<file path="config.mk">
export PLATFORM = sky130hd
export DESIGN_NAME = smbNotifySnoop
export DESIGN_NICKNAME = d
export VERILOG_FILES = /design/src/rtl/smbNotifyPkg.sv /design/src/rtl/smbNotifySync.sv /design/src/rtl/smbNotifyCtrl.sv /design/src/rtl/smbNotifyData.sv /design/src/rtl/smbNotifySnoop.sv
export SDC_FILE = /design/constraint.sdc
export NUM_CORES = 1
export LEC_CHECK = 0
export BUFFER_PORTS_ARGS = -buffer_cell sky130_fd_sc_hd__buf_4
export CORE_UTILIZATION = 55
export DETAILED_ROUTE_END_ITERATION = 10
export PLACE_DENSITY = 0.73
export REMOVE_ABC_BUFFERS = 1
export SYNTH_ARGS = -nofsm -noshare
export SYNTH_HDL_FRONTEND = slang
export SYNTH_SLANG_ARGS = --single-unit
</file>
<file path="constraint.sdc">
create_clock -name clk -period 3.05 [get_ports clk]
set_input_delay 0.4575 -clock clk [delete_from_list [all_inputs] [get_ports clk]]
set_output_delay 0.4575 -clock clk [all_outputs]
set_load 0.02 [all_outputs]
</file>
<file path="src/rtl/smbNotifyPkg.sv">
package smbNotifyPkg;
  localparam int ADDR_W       = 7;
  localparam int BYTE_W       = 8;
  localparam int WORD_W       = 2 * BYTE_W;
  localparam int REG_SEL_W    = 3;
  localparam int BIT_CNT_W    = 4;
  localparam int BYTE_CNT_W   = 3;
  localparam int LAST_BIT     = BYTE_W - 1;
  localparam int ACK_BIT      = BYTE_W;
  localparam int HOST_BYTES   = 4;
  localparam int HOST_BYTES10 = 5;
  localparam int SNOOP_BYTES  = 2;
  localparam logic [ADDR_W-1:0] ADDR_RESET = 7'h08;
  localparam logic [4:0] TEN_BIT_PREFIX = 5'b11110;

  localparam logic [REG_SEL_W-1:0] SEL_HOST = 3'd0;
  localparam logic [REG_SEL_W-1:0] SEL_SNP  = 3'd1;
  localparam logic [REG_SEL_W-1:0] SEL_CAP  = 3'd2;
  localparam logic [REG_SEL_W-1:0] SEL_DATA = 3'd3;
  localparam logic [REG_SEL_W-1:0] SEL_STS  = 3'd4;

  typedef enum logic [1:0] {MODE_NONE, MODE_HOST, MODE_SNOOP} busMode_t;

  typedef struct packed {
    logic              ldCmd;
    logic              ldExt;
    logic              ldLo;
    logic              ldHi;
    logic              commitHost;
    logic              commitSnoop;
    logic [BYTE_W-1:0] byteVal;
  } ctrlStrobe_t;
endpackage

</file>
<file path="src/rtl/smbNotifySync.sv">
module smbNotifySync #(
  parameter int   STAGES  = 2,
  parameter logic RST_VAL = 1'b1
) (
  input  logic clk,
  input  logic rstN,
  input  logic asyncIn,
  output logic syncOut
);
  logic [STAGES-1:0] chain;

  genvar g;
  generate
    for (g = 0; g < STAGES; g++) begin : gStage
      always_ff @(posedge clk or negedge rstN) begin
        if (!rstN) chain[g] <= RST_VAL;
        else if (g == 0) chain[g] <= asyncIn;
        else chain[g] <= chain[(g == 0) ? 0 : g-1];
      end
    end
  endgenerate

  assign syncOut = chain[STAGES-1];
endmodule

</file>
<file path="src/rtl/smbNotifyCtrl.sv">
module smbNotifyCtrl
  import smbNotifyPkg::*;
(
  input  logic              clk,
  input  logic              rstN,
  input  logic              sclS,
  input  logic              sdaS,
  input  logic [ADDR_W-1:0] hostAddr,
  input  logic [ADDR_W-1:0] snpAddr,
  output logic              pullLow,
  output ctrlStrobe_t       st
);
  logic sclPrev, sdaPrev;
  logic startDet, stopDet, sclRise, sclFall;
  logic active, tenBit, ackPending;
  logic [BIT_CNT_W-1:0]  bitCnt;
  logic [BYTE_CNT_W-1:0] byteCnt, loIdx, hiIdx, needCnt, lastNow;
  logic [BYTE_W-1:0]     shiftReg, newByte;
  busMode_t mode, modeNext;
  logic byteEnd, hostHit, snoopHit, tenNow, ackNext;

  assign startDet = sclS && sclPrev && sdaPrev && !sdaS;
  assign stopDet  = sclS && sclPrev && !sdaPrev && sdaS;
  assign sclRise  = sclS && !sclPrev;
  assign sclFall  = !sclS && sclPrev;
  assign newByte  = {shiftReg[BYTE_W-2:0], sdaS};
  assign byteEnd  = active && sclRise && (bitCnt == BIT_CNT_W'(LAST_BIT));

  assign hostHit  = (newByte[BYTE_W-1:1] == hostAddr) && !newByte[0];
  assign snoopHit = (newByte[BYTE_W-1:1] == snpAddr) && (snpAddr != hostAddr);
  assign modeNext = hostHit ? MODE_HOST : (snoopHit ? MODE_SNOOP : MODE_NONE);

  assign tenNow  = (byteCnt == 3'd1) ? (newByte[BYTE_W-1:3] == TEN_BIT_PREFIX) : tenBit;
  assign lastNow = tenNow ? BYTE_CNT_W'(HOST_BYTES10 - 1) : BYTE_CNT_W'(HOST_BYTES - 1);
  assign ackNext = (byteCnt == 3'd0) ? hostHit : ((mode == MODE_HOST) && (byteCnt <= lastNow));

  assign loIdx   = tenBit ? 3'd3 : 3'd2;
  assign hiIdx   = tenBit ? 3'd4 : 3'd3;
  assign needCnt = tenBit ? BYTE_CNT_W'(HOST_BYTES10) : BYTE_CNT_W'(HOST_BYTES);

  always_comb begin
    st             = '0;
    st.byteVal     = newByte;
    st.ldCmd       = byteEnd && (mode != MODE_NONE) && (byteCnt == 3'd1);
    st.ldExt       = byteEnd && (mode == MODE_HOST) && tenBit && (byteCnt == 3'd2);
    st.ldLo        = byteEnd && (mode == MODE_HOST) && (byteCnt == loIdx);
    st.ldHi        = byteEnd && (mode == MODE_HOST) && (byteCnt == hiIdx);
    st.commitHost  = stopDet && active && (mode == MODE_HOST) && (byteCnt >= needCnt);
    st.commitSnoop = stopDet && active && (mode == MODE_SNOOP) &&
                     (byteCnt >= BYTE_CNT_W'(SNOOP_BYTES));
  end

  always_ff @(posedge clk or negedge rstN) begin
    if (!rstN) begin
      sclPrev    <= 1'b1;
      sdaPrev    <= 1'b1;
      active     <= 1'b0;
      bitCnt     <= '0;
      byteCnt    <= '0;
      shiftReg   <= '0;
      mode       <= MODE_NONE;
      tenBit     <= 1'b0;
      ackPending <= 1'b0;
      pullLow    <= 1'b0;
    end else begin
      sclPrev <= sclS;
      sdaPrev <= sdaS;
      if (startDet) begin
        active     <= 1'b1;
        bitCnt     <= '0;
        byteCnt    <= '0;
        mode       <= MODE_NONE;
        tenBit     <= 1'b0;
        ackPending <= 1'b0;
        pullLow    <= 1'b0;
      end else if (stopDet) begin
        active     <= 1'b0;
        mode       <= MODE_NONE;
        ackPending <= 1'b0;
        pullLow    <= 1'b0;
      end else if (active) begin
        if (sclRise) begin
          if (bitCnt == BIT_CNT_W'(ACK_BIT)) begin
            bitCnt <= '0;
          end else begin
            shiftReg <= newByte;
            bitCnt   <= bitCnt + 1'b1;
          end
          if (byteEnd) begin
            if (byteCnt != '1) byteCnt <= byteCnt + 1'b1;
            ackPending <= ackNext;
            if (byteCnt == 3'd0) mode <= modeNext;
            if (byteCnt == 3'd1) tenBit <= tenNow;
          end
        end
        if (sclFall) pullLow <= (bitCnt == BIT_CNT_W'(ACK_BIT)) && ackPending;
      end
    end
  end

  AST_COMMIT_AT_STOP: assert property (@(posedge clk) disable iff (!rstN)
    (st.commitHost || st.commitSnoop) |-> stopDet) else $error("commit without STOP");
  AST_ACK_WHILE_LOW: assert property (@(posedge clk) disable iff (!rstN)
    $rose(pullLow) |-> !sclS) else $error("ack started with SCL high");
  AST_NO_SNOOP_ACK: assert property (@(posedge clk) disable iff (!rstN)
    (mode == MODE_SNOOP) |-> !pullLow) else $error("snooped byte acknowledged");
  AST_ONE_COMMIT: assert property (@(posedge clk) disable iff (!rstN)
    $onehot0({st.commitHost, st.commitSnoop})) else $error("two commits at once");
endmodule

</file>
<file path="src/rtl/smbNotifyData.sv">
module smbNotifyData
  import smbNotifyPkg::*;
(
  input  logic                 clk,
  input  logic                 rstN,
  input  ctrlStrobe_t          st,
  input  logic                 regWrEn,
  input  logic [REG_SEL_W-1:0] regAddr,
  input  logic [BYTE_W-1:0]    regWrData,
  output logic [WORD_W-1:0]    regRdData,
  output logic [ADDR_W-1:0]    hostAddr,
  output logic [ADDR_W-1:0]    snpAddr
);
  logic [BYTE_W-1:0] stgCmd, stgExt, stgLo, stgHi;
  logic [WORD_W-1:0] capReg, dataReg;
  logic hostSts, snpSts, wrSts, tenCap;

  assign wrSts  = regWrEn && (regAddr == SEL_STS);
  assign tenCap = (stgCmd[BYTE_W-1:3] == TEN_BIT_PREFIX);

  always_ff @(posedge clk or negedge rstN) begin
    if (!rstN) begin
      stgCmd <= '0;
      stgExt <= '0;
      stgLo  <= '0;
      stgHi  <= '0;
    end else begin
      if (st.ldCmd) stgCmd <= st.byteVal;
      if (st.ldExt) stgExt <= st.byteVal;
      if (st.ldLo)  stgLo  <= st.byteVal;
      if (st.ldHi)  stgHi  <= st.byteVal;
    end
  end

  always_ff @(posedge clk or negedge rstN) begin
    if (!rstN) begin
      capReg  <= '0;
      dataReg <= '0;
    end else if (st.commitHost) begin
      capReg  <= {(tenCap ? stgExt : {BYTE_W{1'b0}}), stgCmd[BYTE_W-1:1], 1'b0};
      dataReg <= {stgHi, stgLo};
    end else if (st.commitSnoop) begin
      capReg  <= {{BYTE_W{1'b0}}, stgCmd};
    end
  end

  always_ff @(posedge clk or negedge rstN) begin
    if (!rstN) begin
      hostAddr <= ADDR_RESET;
      snpAddr  <= ADDR_RESET;
      hostSts  <= 1'b0;
      snpSts   <= 1'b0;
    end else begin
      if (regWrEn && regAddr == SEL_HOST) hostAddr <= regWrData[BYTE_W-1:1];
      if (regWrEn && regAddr == SEL_SNP)  snpAddr  <= regWrData[BYTE_W-1:1];
      hostSts <= st.commitHost  | (hostSts & ~(wrSts & regWrData[0]));
      snpSts  <= st.commitSnoop | (snpSts  & ~(wrSts & regWrData[1]));
    end
  end

  always_comb begin
    case (regAddr)
      SEL_HOST: regRdData = {{BYTE_W{1'b0}}, hostAddr, 1'b0};
      SEL_SNP:  regRdData = {{BYTE_W{1'b0}}, snpAddr, 1'b0};
      SEL_CAP:  regRdData = capReg;
      SEL_DATA: regRdData = dataReg;
      SEL_STS:  regRdData = {{(WORD_W-2){1'b0}}, snpSts, hostSts};
      default:  regRdData = '0;
    endcase
  end

  AST_SET_BEATS_CLEAR: assert property (@(posedge clk) disable iff (!rstN)
    st.commitHost |=> hostSts) else $error("host flag lost on commit");
  AST_SNP_SET_BEATS_CLEAR: assert property (@(posedge clk) disable iff (!rstN)
    st.commitSnoop |=> snpSts) else $error("snoop flag lost on commit");
  AST_CAP_HOLDS: assert property (@(posedge clk) disable iff (!rstN)
    !(st.commitHost || st.commitSnoop) |=> $stable(capReg)) else $error("capture moved");
  AST_DATA_HOLDS: assert property (@(posedge clk) disable iff (!rstN)
    !st.commitHost |=> $stable(dataReg)) else $error("data word moved");
endmodule

</file>
<file path="src/rtl/smbNotifySnoop.sv">
module smbNotifySnoop
  import smbNotifyPkg::*;
#(
  parameter int SYNC_STAGES = 2
) (
  input  logic                 clk,
  input  logic                 rstN,
  input  logic                 sclIn,
  input  logic                 sdaIn,
  output logic                 sdaPullLow,
  input  logic                 regWrEn,
  input  logic [REG_SEL_W-1:0] regAddr,
  input  logic [BYTE_W-1:0]    regWrData,
  output logic [WORD_W-1:0]    regRdData
);
  logic sclS, sdaS;
  logic [ADDR_W-1:0] hostAddr, snpAddr;
  ctrlStrobe_t st;

  smbNotifySync #(.STAGES(SYNC_STAGES), .RST_VAL(1'b1)) i_sclSync (
    .clk(clk), .rstN(rstN), .asyncIn(sclIn), .syncOut(sclS));
  smbNotifySync #(.STAGES(SYNC_STAGES), .RST_VAL(1'b1)) i_sdaSync (
    .clk(clk), .rstN(rstN), .asyncIn(sdaIn), .syncOut(sdaS));

  smbNotifyCtrl i_ctrl (
    .clk(clk), .rstN(rstN), .sclS(sclS), .sdaS(sdaS),
    .hostAddr(hostAddr), .snpAddr(snpAddr), .pullLow(sdaPullLow), .st(st));

  smbNotifyData i_data (
    .clk(clk), .rstN(rstN), .st(st), .regWrEn(regWrEn), .regAddr(regAddr),
    .regWrData(regWrData), .regRdData(regRdData), .hostAddr(hostAddr), .snpAddr(snpAddr));
endmodule

</file>
==> metrics.md, run 1 <==
| Metric | Value |
|---|---|
| Most frequent cells after synthesis | `dfrtp_1, mux2_2, nor2_1` |
| Crit. End Element | `register` |
| Number of global-route vias before repair | `3263` |
| Initial drt markers | `115` |
| Core area | `8760 um2` |
| Final layout net count | `449` |
| Fin. Hold Viols | `0` |
| Pin count of the biggest net entering global routing | `74` |
| Peak VDD IR | `0.000353 V` |
| Largest family of logic cells by synthesized area | `multiplexers` |
| CP Launch Type | `register` |
| Final setup viols | `0` |
| Rel. slew slack | `37.3%` |
| Fin crit share | `80.9%` |
| Final core occ | `63.1%` |
| Drc violations | `0` |
| Synthesized area per cell | `12.7 um2` |
| Dominant cell type by area after synthesis | `dfrtp_1` |
| R2r endpoint | `i_data.stgLo[4]` |
| Boundary pin count | `33` |
| Unique masters post-synth | `51` |
| Mapped cell area | `5010 um2` |
| Clk_lat worst skew | `370 ps` |
| Drt via density | `5.87` |
| CP top delay family | `simple AND/OR/NAND/NOR gates` |
| First-pass GRT wire length | `16900 um` |
| CTS Buffer Depth | `2` |
| Time the worst path needs with I/O delays and setup | `2470 ps` |
| Least-Margin Pin Slew | `934 ps` |
| GRT Overall Usage | `22.9%` |
| Max-cap violations | `0` |
| P per Cell Area | `570 nW/um2` |
| Layout area overhead | `10.4%` |
| Maximum cell stage delay along the critical path | `630 ps` |
| Hold Path Cell Cnt | `1` |
| Initial antenna violation count | `0` |
| Synth Flop Type | `dfrtp_1` |
| # resized after CTS | `0` |
| Share of layout cells above drive strength 1 | `34.2%` |
| Share of the synthesized area in the top cell type | `49.0%` |
| RSZ-0062 raised after global routing | `false` |
| H-tree depth | `3` |
| Rows | `34` |
| #FFs+latches synth | `106` |
| CP required | `3300 ps` |
| # hold bufs at CTS | `0` |
| Gpl congestion | `0.793` |
| IO Port Bufs | `32` |
| Slew Limit Fails | `0` |
| CTS tree | `built` |
| Setup TNS | `0 ps` |
| Worst Path Buf+Inv | `0` |
| Crit Path Class | `reg -> reg` |
| R2R Setup Slk | `580 ps` |
| Seq/Total Area, Yosys | `53.2%` |
| Antenna cells | `0` |
| Maximum clock frequency | `405 MHz` |
| Routed Antenna Nets | `0` |
| Synth Area in Simple Gates | `9.19%` |
| Die ar. | `9490 um2` |
| Post-synth EDFFs | `0` |
| Crit path DAT | `2720 ps` |
| Leak | `2.65 nW` |
| Post-synthesis xor/xnor area fraction | `4.02%` |
| Drt first pass iters | `4` |
| Worst-path cell chain | `nand3b_4 > or3_1 > nor3_4 > and4b_1 > mux2_2` |
| Post-synthesis mux area share | `22.0%` |
| Vias | `3143` |
| Initial core utilization | `57.2%` |
| Worst Setup EP | `i_data.stgLo[4]` |
| Die height | `97.4 um` |
| CP Launch Point | `i_sclSync.syncOut` |
| Routed length per placed instance | `18.6 um` |
| Clk slew on worst S/H paths | `90 ps` |
| Yosys Warn Count | `0` |
| Die width | `97.4 um` |
| Reg2reg start | `i_sclSync.syncOut` |
| Status | `finished clean` |
| Dpl hpwl | `7000 um` |
| Global route overflow | `0` |
| CTS Root Cell | `clkbuf_8` |
| CTS Buf Count | `9` |
| Compound-cell area share of the yosys netlist | `5.92%` |
| Clock tree sinks | `106` |
| Post-CTS Setup Bufs | `0` |
| FF-to-FF path depth | `5` |
| Critical path depth | `5` |
| Synth Instances | `394` |
| Final WL | `9980 um` |
| Crit path max fanout | `8` |
| Post-Synth Adder-Cell Area | `2.75%` |
| Async set-or-reset flop fraction in the synthesized netlist | `100%` |
| Most common cell in the synthesized netlist | `dfrtp_1` |
| Top post-synthesis cells by area | `dfrtp_1, mux2_2, dfstp_2` |
| Worst Hold Class | `in -> reg` |
| Clk_skew | `18.0 ps` |
| Slowest CP cell | `dfstp_2` |
## logic make-up after synthesis
group                      after synthesis
AOI/OAI and AO/OA                       45
xor gates and xnor gates                23
adders and majority gates               11
buffers and inverters                   32
DFF                                    106
muxes                                   93
and+or+nand+nor                         84
## how the worst min path moves through the flow
stage                                  start                  to  slack (ps)
after floorplan                         rstN   i_ctrl.ackPending         160
after global routing                   sclIn  i_sclSync.chain[0]         170
after detailed placement  i_sdaSync.chain[0]   i_sdaSync.syncOut         350
final                                  sclIn  i_sclSync.chain[0]         190
after global placement    i_sdaSync.chain[0]   i_sdaSync.syncOut         350
after CTS                              sclIn  i_sclSync.chain[0]         180
## final cells by class
class / instances / area, um2
Clock buffer: 11 / 141
Sequential cell: 106 / 2660
Inverter: 11 / 41.3
Clock inverter: 5 / 67.6
Timing Repair Buffer: 38 / 285
Multi-Input combinational cell: 256 / 2200
Fill cell: 712 / 3230
Tap cell: 108 / 135
## cell usage in the layout (no fill, tap or decap), types with 2 or more instances in the layout
| master | n |
|---|---|
| a22o_1 | 8 |
| nand2_1 | 19 |
| nand4_1 | 6 |
| a21oi_1 | 8 |
| mux2_1 | 3 |
| or3_1 | 2 |
| nand3_1 | 7 |
| a31oi_1 | 2 |
| clkbuf_8 | 10 |
| nand2b_1 | 2 |
| a22oi_1 | 2 |
| inv_1 | 11 |
| o21ai_0 | 12 |
| mux2_2 | 74 |
| buf_4 | 38 |
| o211ai_1 | 2 |
| and2_1 | 6 |
| ha_1 | 11 |
| mux2i_1 | 10 |
| mux4_2 | 6 |
| nor3_1 | 3 |
| nor4_1 | 5 |
| nor2_1 | 20 |
| xnor2_1 | 12 |
| and4b_1 | 2 |
| inv_6 | 2 |
| xor2_1 | 11 |
| dfrtp_1 | 98 |
| a21o_1 | 3 |
| nor2b_1 | 2 |
| dfstp_2 | 8 |
## routing by layer
layer | vias to the layer above | global-route usage (%) | share of wire [%]
met5 | - | 0 | 0
met4 | 0 | 4.30 | 0.70
met3 | 8 | 5.25 | 2.8
met2 | 42 | 38.6 | 51
met1 | 1632 | 30.8 | 46
li1 | 1461 | - | -
## sequential cells by signal, indices dropped and copies added, names as in the netlist, 8 cells and up
name            flops
i_data.capReg      16
i_data.dataReg     16
i_data.stgCmd       8
i_data.stgExt       8
i_data.stgHi        8
i_data.stgLo        8
## per-stage QoR
step | setup slack [ps] | instance area [um2] | instances | hold WS, ps | total power, W
floorplan | 906 | 4900 | 373 | 162 | 0.00206
global placement | 614 | 5320 | 519 | 347 | 0.00227
detailed placement | 614 | 5320 | 519 | 349 | 0.00229
CTS | 588 | 5530 | 535 | 177 | 0.00319
global route | 364 | 5530 | 535 | 171 | 0.00332
finish | 582 | 5530 | 535 | 191 | 0.00315
## where the power goes
part	total, W	internal (W)	switching (W)
clock	0.000896	0.000416	0.000481
sequential	0.00178	0.00153	0.000252
combinational	0.000477	0.000258	0.000219
total	0.00315	0.00220	0.000951
(Power assumes the default switching activity.)
==> run 2, diff against run 1 <==
==> constraint.sdc (replaced) <==
create_clock -name clk -period 2.4 [get_ports clk]
set_input_delay 0.36 -clock clk [delete_from_list [all_inputs] [get_ports clk]]
set_output_delay 0.36 -clock clk [all_outputs]
set_load 0.02 [all_outputs]
==> run 2 against run 1 <==
Against the previous run: routed wire length up 2.7%; global-route usage up 0.41 points; sequential share of layout area down 1.2 points; total power up 27%; via count up 1.3%; combinational power up 73%; worst hold slack worse by 110 ps; first-iteration DRC count down 30%.
==> metrics.md, run 2 (synthesis results as in run 1) <==
| Metric | Value |
|---|---|
| Status | `finished clean (unchanged)` |
| Drt first pass iters | `4 (unchanged)` |
| Routed Antenna Nets | `0 (unchanged)` |
| Post-CTS Setup Bufs | `0 (unchanged)` |
| Boundary pin count | `33 (unchanged)` |
| CTS Buf Count | `9 (unchanged)` |
| Maximum cell stage delay along the critical path | `630 ps (about the same)` |
| Die width | `97.4 um (unchanged)` |
| Worst Hold Class | `in -> reg (unchanged)` |
| Worst setup margin | `183 ps (was 582 ps)` |
| Footprint of the multi-input gates | `2230 um2 (was 2200 um2)` |
| Antenna cells | `0 (unchanged)` |
| CP required | `2670 ps (was 3300 ps)` |
| Initial antenna violation count | `0 (unchanged)` |
| P per Cell Area | `708 nW/um2 (was 570 nW/um2)` |
| GRT Overall Usage | `23.3% (was 22.9%)` |
| Slowest CP cell | `dfstp_2 (unchanged)` |
| Crit Path Class | `reg -> reg (unchanged)` |
| CTS Buffer Depth | `2 (unchanged)` |
| Max-cap violations | `0 (unchanged)` |
| Peak VDD IR | `0.000372 V (was 0.000353 V)` |
| CTS tree | `built (unchanged)` |
| IO Port Bufs | `32 (unchanged)` |
| Drc violations | `0 (unchanged)` |
| Initial core utilization | `57.2% (unchanged)` |
| CTS Root Cell | `clkbuf_8 (unchanged)` |
| Crit path DAT | `2480 ps (was 2720 ps)` |
| Leak | `2.73 nW (was 2.65 nW)` |
| Rows | `34 (unchanged)` |
| Routed length per placed instance | `18.6 um (about the same)` |
| Fin crit share | `92.4% (was 80.9%)` |
| Final WL | `10200 um (was 9980 um)` |
| First-pass GRT wire length | `17100 um (was 16900 um)` |
| Crit path max fanout | `8 (unchanged)` |
| DP Worst Slack | `-8.13 ps (was 614 ps)` |
| Number of global-route vias before repair | `3274 (was 3263)` |
| Initial drt markers | `80 (was 115)` |
| Final layout net count | `464 (was 449)` |
| Largest regs | `i_data.capReg: 16 flops, i_data.dataReg: 16 flops (unchanged)` |
| H-tree depth | `3 (unchanged)` |
| Rel. slew slack | `57.6% (was 37.3%)` |
| Crit. End Element | `register (unchanged)` |
| Vias | `3185 (was 3143)` |
| Dpl hpwl | `7380 um (was 7000 um)` |
| FF-to-FF path depth | `5 (unchanged)` |
| Layout area overhead | `13.3% (was 10.4%)` |
| Commonest cells after routing, fill and taps aside | `dfrtp_1, mux2_2, buf_4 (unchanged)` |
| Fin. Hold Viols | `0 (unchanged)` |
| Clk slew on worst S/H paths | `100 ps (was 90 ps)` |
| Slew Limit Fails | `0 (unchanged)` |
| RSZ-0062 raised after global routing | `false (unchanged)` |
| Share of layout cells above drive strength 1 | `37.6% (was 34.2%)` |
| Hold Path Cell Cnt | `1 (unchanged)` |
| Register area | `2660 um2 (unchanged)` |
| Gpl congestion | `0.816 (was 0.793)` |
| Hold WS | `85.8 ps (was 191 ps)` |
| Maximum clock frequency | `451 MHz (was 405 MHz)` |
| Drt via density | `5.79 (was 5.87)` |
| Least-Margin Pin Slew | `633 ps (was 934 ps)` |
| Clk_lat worst skew | `380 ps (was 370 ps)` |
| Time the worst path needs with I/O delays and setup | `2220 ps (was 2470 ps)` |
| Clk_skew | `17.1 ps (was 18.0 ps)` |
| Global route overflow | `0 (unchanged)` |
| Fill count | `668 (was 712)` |
| Final setup viols | `0 (unchanged)` |
| CP Launch Type | `register (unchanged)` |
| Die ar. | `9490 um2 (unchanged)` |
| Core area | `8760 um2 (unchanged)` |
| Worst-path cell chain | `nand3b_4 > or3_1 > nor3_4 > and4b_2 > mux2_2 (was nand3b_4 > or3_1 > nor3_4 > and4b_1 > mux2_2)` |
| Pin count of the biggest net entering global routing | `50 (was 74)` |
| Die height | `97.4 um (unchanged)` |
| Clock tree sinks | `106 (unchanged)` |
| Most common cell after layout, fill and taps aside | `dfrtp_1 (unchanged)` |
## run 2: cell types whose count changed in the layout (fill, tap and decap cells not counted), sizes merged
cell	before	now
buf	38	52
inv	14	15
clkinv	1	3
dlygate4sd3	0	1
clkbuf	11	9
bufinv	1	0
## run 2: power breakdown
group / switching [W] / internal [W] / total (W) / leakage, nW
combinational: 0.000429 / 0.000398 / 0.000827 / 1.22
sequential: 0.000200 / 0.00195 / 0.00215 / 1.41
clock: 0.000649 / 0.000398 / 0.00105 / 0.0978
total: 0.00128 / 0.00274 / 0.00402 / 2.73
## run 2: routing by layer
metal	up-vias	GRT usage (%)	share of wire, %
li1	1496	-	-
met5	-	0	0
met3	12	4.53	2.5
met4	0	8.03	2.1
met2	43	37.7	49
met1	1634	31.8	47
## run 2: repair_timing
item / 4_1_cts / 5_1_grt
hold buffers: 1 / 0
resized for setup: 1 / 6
setup endpoints to repair: 1 / 10
hold endpoints to repair: 27 / 0
pin swaps: 0 / 1
## run 2: per-stage QoR
stage | setup TNS [ps] | instance area [um2] | util (%) | instances | total power [W]
CTS | 0 | 5650 | 64.5 | 550 | 0.00404
floorplan | 0 | 4900 | - | 373 | 0.00262
detailed placement | -8.13 | 5450 | 62.2 | 533 | 0.00299
finish | 0 | 5680 | 64.8 | 550 | 0.00402
global placement | 0 | 5450 | 62.2 | 533 | 0.00296
global route | 0 | 5680 | 64.8 | 550 | 0.00422
## run 2: area by class of cell
cell class	instances	share of cell area [%]
Clock buffer	9	2.18
Clock inverter	7	1.04
Tap cell	108	2.38
Sequential cell	106	46.9
Timing Repair Buffer	53	7.50
Inverter	11	0.728
Multi-Input combinational cell	256	39.3
## run 2: critical path: cells and delay by family (launching register included)
| kind | cells | cell delay (ps) |
|---|---|---|
| multiplexers | 1 | 370 |
| AND/OR/NAND/NOR | 4 | 1110 |
| flip-flops | 1 | 630 |
## run 2: final timing paths
kind                                    start            endpoint  slack [ps]
setup reg to reg            i_sclSync.syncOut    i_data.stgExt[7]         180
hold reg to reg            i_sdaSync.chain[0]   i_sdaSync.syncOut         360
hold / removal                          sclIn  i_sclSync.chain[0]          90
min in group asynchronous                rstN       i_ctrl.active         450
setup / recovery            i_sclSync.syncOut    i_data.stgExt[7]         180
max in group asynchronous                rstN  i_sdaSync.chain[0]        1190
